==> src/rtl/mpu_pkg.sv <==
package mpu_pkg;
  localparam int ATTR_W  = 8;
  localparam int A_SR    = 0;
  localparam int A_SW    = 1;
  localparam int A_SX    = 2;
  localparam int A_UR    = 3;
  localparam int A_UW    = 4;
  localparam int A_UX    = 5;
  localparam int A_SPEC  = 6;
  localparam int A_EN    = 7;
  localparam logic [ATTR_W-1:0] DEF_ATTR_RST = 8'h7F;

  typedef enum logic [1:0] {
    FLD_BASE = 2'd0,
    FLD_SIZE = 2'd1,
    FLD_ATTR = 2'd2,
    FLD_DEF  = 2'd3
  } wrField_e;

  // strobes from control to datapath
  typedef struct packed {
    logic       wrBase;
    logic       wrSize;
    logic       wrAttr;
    logic       wrDef;
    logic [7:0] slot;
    logic       capture;
    logic       bankData;
    logic [2:0] permSel;
    logic       spec;
  } mpuStrb_t;
endpackage

==> src/rtl/mpu_ctrl.sv <==
module mpu_ctrl
  import mpu_pkg::*;
#(
  parameter int NUM_REG = 4,
  localparam int IDX_W = (NUM_REG > 1) ? $clog2(NUM_REG) : 1
) (
  input  logic             wrEn,
  input  logic             wrBank,
  input  logic [IDX_W-1:0] wrIdx,
  input  logic [1:0]       wrField,
  input  logic             accValid,
  input  logic             accFetch,
  input  logic             accWrite,
  input  logic             accUser,
  input  logic             accSpec,
  output mpuStrb_t         strb
);
  wrField_e fieldSel;
  assign fieldSel = wrField_e'(wrField);

  always_comb begin
    strb = '0;
    strb.wrBase = wrEn && (fieldSel == FLD_BASE);
    strb.wrSize = wrEn && (fieldSel == FLD_SIZE);
    strb.wrAttr = wrEn && (fieldSel == FLD_ATTR);
    strb.wrDef  = wrEn && (fieldSel == FLD_DEF);
    strb.slot   = 8'(wrBank ? (NUM_REG + int'(wrIdx)) : int'(wrIdx));
    strb.capture  = accValid;
    strb.bankData = !accFetch;
    strb.spec     = accSpec;
    if (accFetch)      strb.permSel = 3'(accUser ? A_UX : A_SX);
    else if (accWrite) strb.permSel = 3'(accUser ? A_UW : A_SW);
    else               strb.permSel = 3'(accUser ? A_UR : A_SR);
  end
endmodule

==> src/rtl/mpu_dpath.sv <==
module mpu_dpath
  import mpu_pkg::*;
#(
  parameter int ADDR_W  = 32,
  parameter int NUM_REG = 4,
  parameter int MIN_LOG = 12,
  parameter int MAX_LOG = 24,
  parameter int SZ_W    = 4,
  localparam int PAGE_W = ADDR_W - MIN_LOG,
  localparam int SLOTS  = 2 * NUM_REG,
  localparam int SLOT_W = $clog2(SLOTS),
  localparam int MAX_CODE = MAX_LOG - MIN_LOG
) (
  input  logic              clk,
  input  logic              rst,
  input  mpuStrb_t          strb,
  input  logic [ADDR_W-1:0] wrData,
  input  logic [ADDR_W-1:0] accAddr,
  output logic              outValid,
  output logic              outHit,
  output logic [ATTR_W-1:0] outAttr,
  output logic              outGrant,
  output logic              outFault
);
  logic [PAGE_W-1:0] baseQ [SLOTS];
  logic [SZ_W-1:0]   sizeQ [SLOTS];
  logic [ATTR_W-1:0] attrQ [SLOTS];
  logic [ATTR_W-1:0] defQ;
  logic [SLOT_W-1:0] wrSlot;

  assign wrSlot = strb.slot[SLOT_W-1:0];

  always_ff @(posedge clk or posedge rst) begin
    if (rst) begin
      for (int i = 0; i < SLOTS; i++) begin
        baseQ[i] <= '0;
        sizeQ[i] <= '0;
        attrQ[i] <= '0;
      end
      defQ <= DEF_ATTR_RST;
    end else begin
      if (strb.wrBase) baseQ[wrSlot] <= wrData[ADDR_W-1:MIN_LOG];
      if (strb.wrSize) sizeQ[wrSlot] <= wrData[SZ_W-1:0];
      if (strb.wrAttr) attrQ[wrSlot] <= wrData[ATTR_W-1:0];
      if (strb.wrDef)  defQ <= wrData[ATTR_W-1:0];
    end
  end

  logic [PAGE_W-1:0] accPage;
  logic [NUM_REG-1:0] hitVec;
  logic [ATTR_W-1:0]  bankAttr [NUM_REG];
  assign accPage = accAddr[ADDR_W-1:MIN_LOG];

  for (genvar g = 0; g < NUM_REG; g++) begin : g_cmp
    logic [PAGE_W-1:0] rBase;
    logic [SZ_W-1:0]   rSize;
    logic [SZ_W-1:0]   shAmt;
    logic [PAGE_W-1:0] mask;
    assign rBase = strb.bankData ? baseQ[NUM_REG+g] : baseQ[g];
    assign rSize = strb.bankData ? sizeQ[NUM_REG+g] : sizeQ[g];
    assign bankAttr[g] = strb.bankData ? attrQ[NUM_REG+g] : attrQ[g];
    assign shAmt = (int'(rSize) > MAX_CODE) ? SZ_W'(MAX_CODE) : rSize;
    assign mask  = {PAGE_W{1'b1}} << shAmt;
    assign hitVec[g] = bankAttr[g][A_EN] && (((accPage ^ rBase) & mask) == '0);
  end

  logic              anyHit;
  logic [ATTR_W-1:0] selAttr;
  always_comb begin
    anyHit  = 1'b0;
    selAttr = defQ;
    for (int i = NUM_REG - 1; i >= 0; i--) begin
      if (hitVec[i]) begin
        anyHit  = 1'b1;
        selAttr = bankAttr[i];
      end
    end
  end

  logic permOk, grantD, faultD;
  assign permOk = selAttr[strb.permSel];
  assign grantD = permOk && (!strb.spec || selAttr[A_SPEC]);
  assign faultD = !permOk && !strb.spec;

  always_ff @(posedge clk or posedge rst) begin
    if (rst) begin
      outValid <= 1'b0;
      outHit   <= 1'b0;
      outAttr  <= '0;
      outGrant <= 1'b0;
      outFault <= 1'b0;
    end else begin
      outValid <= strb.capture;
      outHit   <= strb.capture && anyHit;
      outAttr  <= strb.capture ? selAttr : '0;
      outGrant <= strb.capture && grantD;
      outFault <= strb.capture && faultD;
    end
  end
endmodule

==> src/rtl/mpu_guard.sv <==
module mpu_guard
  import mpu_pkg::*;
#(
  parameter int ADDR_W  = 32,
  parameter int NUM_REG = 4,
  localparam int IDX_W  = (NUM_REG > 1) ? $clog2(NUM_REG) : 1
) (
  input  logic              clk,
  input  logic              rst,
  input  logic              wrEn,
  input  logic              wrBank,
  input  logic [IDX_W-1:0]  wrIdx,
  input  logic [1:0]        wrField,
  input  logic [ADDR_W-1:0] wrData,
  input  logic              accValid,
  input  logic [ADDR_W-1:0] accAddr,
  input  logic              accFetch,
  input  logic              accWrite,
  input  logic              accUser,
  input  logic              accSpec,
  output logic              outValid,
  output logic              outHit,
  output logic [7:0]        outAttr,
  output logic              outGrant,
  output logic              outFault
);
  mpuStrb_t strb;

  mpu_ctrl #(.NUM_REG(NUM_REG)) u_ctrl (
    .wrEn(wrEn), .wrBank(wrBank), .wrIdx(wrIdx), .wrField(wrField),
    .accValid(accValid), .accFetch(accFetch), .accWrite(accWrite),
    .accUser(accUser), .accSpec(accSpec), .strb(strb)
  );

  mpu_dpath #(.ADDR_W(ADDR_W), .NUM_REG(NUM_REG)) u_dpath (
    .clk(clk), .rst(rst), .strb(strb), .wrData(wrData), .accAddr(accAddr),
    .outValid(outValid), .outHit(outHit), .outAttr(outAttr),
    .outGrant(outGrant), .outFault(outFault)
  );
endmodule

==> config.mk <==
export PLATFORM = sky130hd
export DESIGN_NAME = mpu_guard
export DESIGN_NICKNAME = d
export VERILOG_FILES = /design/src/rtl/mpu_pkg.sv /design/src/rtl/mpu_ctrl.sv /design/src/rtl/mpu_dpath.sv /design/src/rtl/mpu_guard.sv
export SDC_FILE = /design/constraint.sdc
export NUM_CORES = 1
export LEC_CHECK = 0
export ABC_AREA = 1
export BUFFER_PORTS_ARGS = -buffer_cell sky130_fd_sc_hd__buf_2
export CAP_MARGIN = 0
export CORE_MARGIN = 2
export CORE_UTILIZATION = 61
export CTS_CLUSTER_DIAMETER = 200
export DETAILED_ROUTE_END_ITERATION = 10
export PLACE_DENSITY = 0.91
export RECOVER_POWER = 50
export SLEW_MARGIN = 40
export SYNTH_ARGS = -nofsm -noshare
export SYNTH_HDL_FRONTEND = slang
export SYNTH_SLANG_ARGS = --single-unit
==> constraint.sdc <==
create_clock -name clk -period 13 [get_ports clk]
set_input_delay 2.6 -clock clk [delete_from_list [all_inputs] [get_ports clk]]
set_output_delay 2.6 -clock clk [all_outputs]
set_load 0.1 [all_outputs]
== Yosys cells after proc, flatten, opt, wreduce, memory -nomap -nowiden ==
Index checks and enable logic that the tools add are counted.
Widths: inputs -> output; s select.
Word-level totals
  bits in registers: 276
  latch bits: 0
  bits in writable memories: 0
  bits in read-only memories: 0
  bits of input ports: 77
  output and inout bits: 12
  word-level logic and storage cells: 118
  memories kept: 0
Cells by class
  $add $sub $neg: 1
  multipliers: 0
  div/mod/pow operators: 0
  $lt $le $gt $ge: 7
  equal/unequal tests: 3
  shift-type cells: 4
  multiplexer cells: 42
  bitwise operators: 9
  reductions and logical operators: 22
Operators with widths (number)
  $bwmux 160: 1
  $mux 20: 5
  $and 20x20->20: 4
  $logic_not 20->1: 4
  $mux 8: 10
  $shl 20x4->20 const A: 4
  $xor 20x20->20: 4
  $bwmux 64: 1
  $demux 20 s3: 1
  $mux 4: 9
  $bwmux 32: 1
  $demux 8 s3: 1
  $gt 4x4->1 const B: 4
  $mux 3: 5
  $logic_and 1x1->1: 14
  $demux 4 s3: 1
  $mux 1: 5
  $eq 2x2->1 const B: 2
  $ge 4x4->1 const B: 1
  $lt 3x4->1 const B: 1
  $lt 4x1->1 const B: 1
  $not 3->4: 1
  $add 3x2->3 const A: 1
  $bmux 1 s3: 1
  5 further kinds: 6

== Logic depth before layout (Yosys ltp) ==
  depth in word-level cells: 16
  depth in mapped cells: 24
  gate-level depth less buffers: 22

== Cells and area by module ==
Synthesis repeated with hierarchy kept, for this count alone.
Second synthesis, totals
  cell total of the unflattened synthesis: 1907
  area, all modules: 14168.6 sq um
By module, submodules not included
  mpu_dpath: times used 1, cells each 1876, area an instance 13995.9 sq um, seq. area each 6915.4 sq um
  mpu_ctrl: times used 1, cells each 31, area an instance 172.7 sq um, seq. area each 0.0 sq um

== Worst setup path before layout ==
OpenSTA, ideal clock, no wires.
  path kind: input to register
  start: in accFetch
  end: reg u_dpath.outGrant
  setup time: 119 ps
  arrival time: 4269 ps
  data required time: 12881 ps
  slack: 8612 ps
  cell stages on the path: 23
  path through: buf_6 buf_8 buf_6 nand2_1 nand2_1 nand2_1 inv_1 nand2_1 nand2_1 nand2_1 nor2_1 nand2_1 nand2_1 nand2_4 nand2_1 nor2_2 nand3_1 nand2_1 inv_1 a21oi_1 nand2_1 nand2_1 nor2_1
On the way
  cells in the longest elaborated chain, start to end: 15
  elaborated cells on any way between the ends: 50
  classes of those cells: order compare: 4; shift: 4; mux: 23; bitwise: 8; reduce/logical: 11
RTL lines
  from (decl): RTL line mpu_guard.sv:17  | input logic accFetch,
  $mux 4: RTL line mpu_dpath.sv:60  | assign rSize = strb.bankData ? sizeQ[NUM_REG+g] : sizeQ[g];
  $gt 4x4->1: RTL line mpu_dpath.sv:62  | assign shAmt = (int'(rSize) > MAX_CODE) ? SZ_W'(MAX_CODE) : rSize;
  $mux 4: RTL line mpu_dpath.sv:62
  $shl 20x4->20: RTL line mpu_dpath.sv:63  | assign mask = {PAGE_W{1'b1}} << shAmt;
  $and 20x20->20: RTL line mpu_dpath.sv:64  | assign hitVec[g] = bankAttr[g][A_EN] && (((accPage ^ rBase) & mask) == '0);
  $logic_not 20->1: RTL line mpu_dpath.sv:64
  $logic_and 1x1->1: RTL line mpu_dpath.sv:64
  $mux 8 (4 in a row): RTL line mpu_dpath.sv:73  | if (hitVec[i]) begin
  $bmux 1 s3: RTL line mpu_dpath.sv:81  | assign permOk = selAttr[strb.permSel];
  $mux 1 (not written as such): RTL line mpu_dpath.sv:81
  $logic_and 1x1->1 *: RTL line mpu_dpath.sv:82  | assign grantD = permOk && (!strb.spec || selAttr[A_SPEC]);
  $logic_and 1x1->1 *: RTL line mpu_dpath.sv:96  | outGrant <= strb.capture && grantD;
  to (signal assigned): RTL line mpu_dpath.sv:96
  to (decl): RTL line mpu_dpath.sv:22  | output logic outGrant,
Mark *: on every way between the ends. The rest lies on a longest branch, timed or not. The select of a mux whose other input is x is not followed.
A chain may end at the register's enable or synchronous reset.

==> impl_metrics.tcl <==
set metrics [dict create \
    arrival_ns 6.75 \
    clk-insertion-delay-late_ns 0.56 \
    rsz0062_at_grt "no" \
    synth-edff-count 0 \
    slowest_delay_ns 2.85 \
    synthMostInstantiatedCell "nand2_1" \
    hp-start "u_dpath.attrQ[57]" \
    vias 13400 \
    crit_chain "buf_2 -> clkinvlp_2 -> clkbuf_8" \
    grt_pass1_vias 12900 \
    relSlewSlack_pct -247 \
    worstReg2RegStart "u_dpath.sizeQ[27]" \
    synth_cell_type_count 33 \
    globalRouteTotalUtil_pct 32.9 \
    numClockSinks 276 \
    syn_area_um2 14200 \
    crit_path_end_kind "asynchronous set/reset pin" \
    yosys-top-cells-count "867 x nand2_1, 285 x o21ai_0, 269 x dfrtp_1, 141 x inv_1, 132 x nand3_1" \
    total_power_mw 2.39 \
    final_area_um2 15500 \
    path_class "in2async" \
    p_per_area_nw_per_um2 154 \
    antenna_found_initial 4 \
    grt-ovfl-total 0 \
    cap_violations 8 \
    synth_nets 2026 \
    finalSetupTns_ns 0 \
    fp-row-count 55 \
    synth_top_area_share_pct 47.4 \
    initial_core_util_pct 62.4 \
    synthFlopType "dfrtp_1" \
    grt_max_degree 119 \
    drc 0 \
    max_freq_ghz 0.163 \
    flow.area_growth_from_synthesis_pct 9.32 \
    setup_violations 0 \
    worstMarginPinSlew_ns 5.18 \
    die-area_um2 24500 \
    ant_nets 0 \
    finalCriticalPeriod_ns 6.13 \
    clk_pin_slew_worst_paths_ns 0.06 \
    post-dp-hpwl_um 25100 \
    clock-skew-final_ns 0.00895 \
    core_um2 22800 \
    cts-resized-gates 0 \
    cts_root_buf "clkbuf_16" \
    path_buf_inv 3 \
    drtPass1Iterations 6 \
    cts_buffer_depth 3 \
    leakagePower_nw 8.19 \
    drt-wirelength-per-cell_um 16.9 \
    synthArstFlopShare_pct 100 \
    hold_buffers 0 \
    cpLargestDelayFamily "buffers and inverters" \
    postPlaceCellArea_um2 14600 \
    drt_iter0_markers 1523 \
    finalCritPeriodShare_pct 47.1 \
    routabilityCongestion 0.939 \
    cts_buffers 30 \
    portBuffers 72 \
    drv_slew 406 \
    synthCells 1947 \
    cp-startpoint "rst" \
    hold_viol 0 \
    synth.area.top_cells "dfrtp_1 47%, nand2_1 23%, o21ai_0 10%, nand3_1 4.6%, inv_1 3.7%" \
    hold_path.class "reg2reg" \
    boundaryPins 89 \
    post_cts_buffers 0 \
    slowest_stage "clkinvlp_2" \
    seq_area_frac_synth_pct 48.7 \
    ir_drop_mv 0.118 \
    drive_gt1_share_pct 7.57 \
    startpoint_type "primary input" \
    cts_tree "built" \
    via_per_inst 5.77 \
    yosys_warnings 0 \
    syn_avg_cell_area_um2 7.30 \
    violations "capacitance limit, slew limit" \
    fin_nets 2066 \
    status "finished, violations left" \
    die_w_um 157 \
    crit_fanout 118 \
    die_h_um 157 \
    synth_seq_cells 276 \
    cts_htree_levels 1 \
    synth_top_area_cell "dfrtp_1" \
    grt_pass1_wl_um 64000 \
    wl_um 39300 \
    worstPathRequired_ns 13.62 \
]
-- state kept, by name, summed over array words and instances (netlist names) --
name / count
u_dpath.baseQ: 160
u_dpath.attrQ: 64
u_dpath.sizeQ: 32
u_dpath.defQ: 8
u_dpath.outAttr: 8
u_dpath.outFault: 1
u_dpath.outGrant: 1
u_dpath.outHit: 1
u_dpath.outValid: 1
-- stage by stage --
stage	utilization [%]	hold WS, ns	instances	setup slack, ns
global route	68.2	0.499	2326	6.08
global placement	64.2	0.459	2268	6.60
detailed placement	64.3	0.466	2268	6.73
finish	68.2	0.480	2326	6.87
CTS	68.3	0.481	2322	7.30
floorplan	-	0.446	1947	2.80
-- report_power, final --
group	switching (mW)	internal, mW	total [mW]	leakage, nW
clock network	0.342	0.458	0.800	0.454
logic	0.328	0.160	0.488	4.17
registers	0.0891	1.02	1.11	3.56
total	0.760	1.64	2.39	8.19
-- cells in the final DEF, fill, tap and decap left out, types with 4 or more instances in the layout --
master,count
nand3_1,132
nand2_2,6
buf_2,68
a21oi_1,15
nor3_1,11
nand2_1,867
nor2_1,60
clkbuf_16,31
o21ai_0,285
xor2_1,9
o21ai_1,11
mux2i_1,9
clkbuf_1,20
dfrtp_1,269
clkbuf_8,5
o211ai_1,15
clkinv_2,9
nand4_1,5
or2_2,4
inv_1,140
diode_2,4
dfstp_2,7
-- worst register-to-register path, stage by stage, from the launching register on --
cell and delay [ns]:
dfrtp_1 0.39, nand2_1 0.08, nand2_1 0.18, nor2_1 0.24, nand2_1 0.08, nand2_1 0.08, nand2_1 0.05, nor2_1 0.10
nand2_1 0.07, nand2_1 0.15, nand2_1 0.34, o21ai_0 0.28, inv_1 0.07, nand2_1 0.07, nand2_1 0.09, nand2_1 0.07
nand3_1 0.07, nand2_1 0.10, nand2_1 0.06, nor2_1 0.08
-- cells by family (layout without fill, tap and decap cells) --
group	Yosys count	in the layout	share of synthesized area [%]
compound gates	332	332	12.1
other cells	0	4	0
buf+inv	223	285	6.98
mux	9	9	0.634
simple gates	1096	1096	30.9
flops	276	276	48.7
xor+xnor	9	9	0.555
fa+ha+maj	2	2	0.176
-- final timing paths --
kind,to,slack (ns),cells after the start
max in group clk,u_dpath.outGrant,7.13,23
worst max register to register,u_dpath.outGrant,10.29,19
worst min-delay path,u_dpath.attrQ[57],0.48,2
worst max-delay path,u_dpath.sizeQ[18],6.87,3
worst min register to register,u_dpath.attrQ[57],0.48,2
min in group asynchronous,u_dpath.baseQ[63],3.63,2
-- area by class of cell --
cell class                 instances  area (µm²)
fill                            1822        7240
timing repair buffer              85         448
clock inverter                     9        47.5
inverter                         146         551
clock buffer                      45         868
antenna                            4        10.0
sequential                       276        6920
tap                              313         392
multi-input combinational       1448        6300
-- layer usage --
metal | vias to the layer above | routed length (µm) | global-route usage [%]
met3 | 132 | 3390 | 4.43
met5 | - | 0 | 0
met1 | 6303 | 15500 | 43.3
met4 | 0 | 1640 | 16.4
li1 | 6284 | - | -
met2 | 697 | 18800 | 54.0
Note: power is estimated with default switching activity, not from simulation.
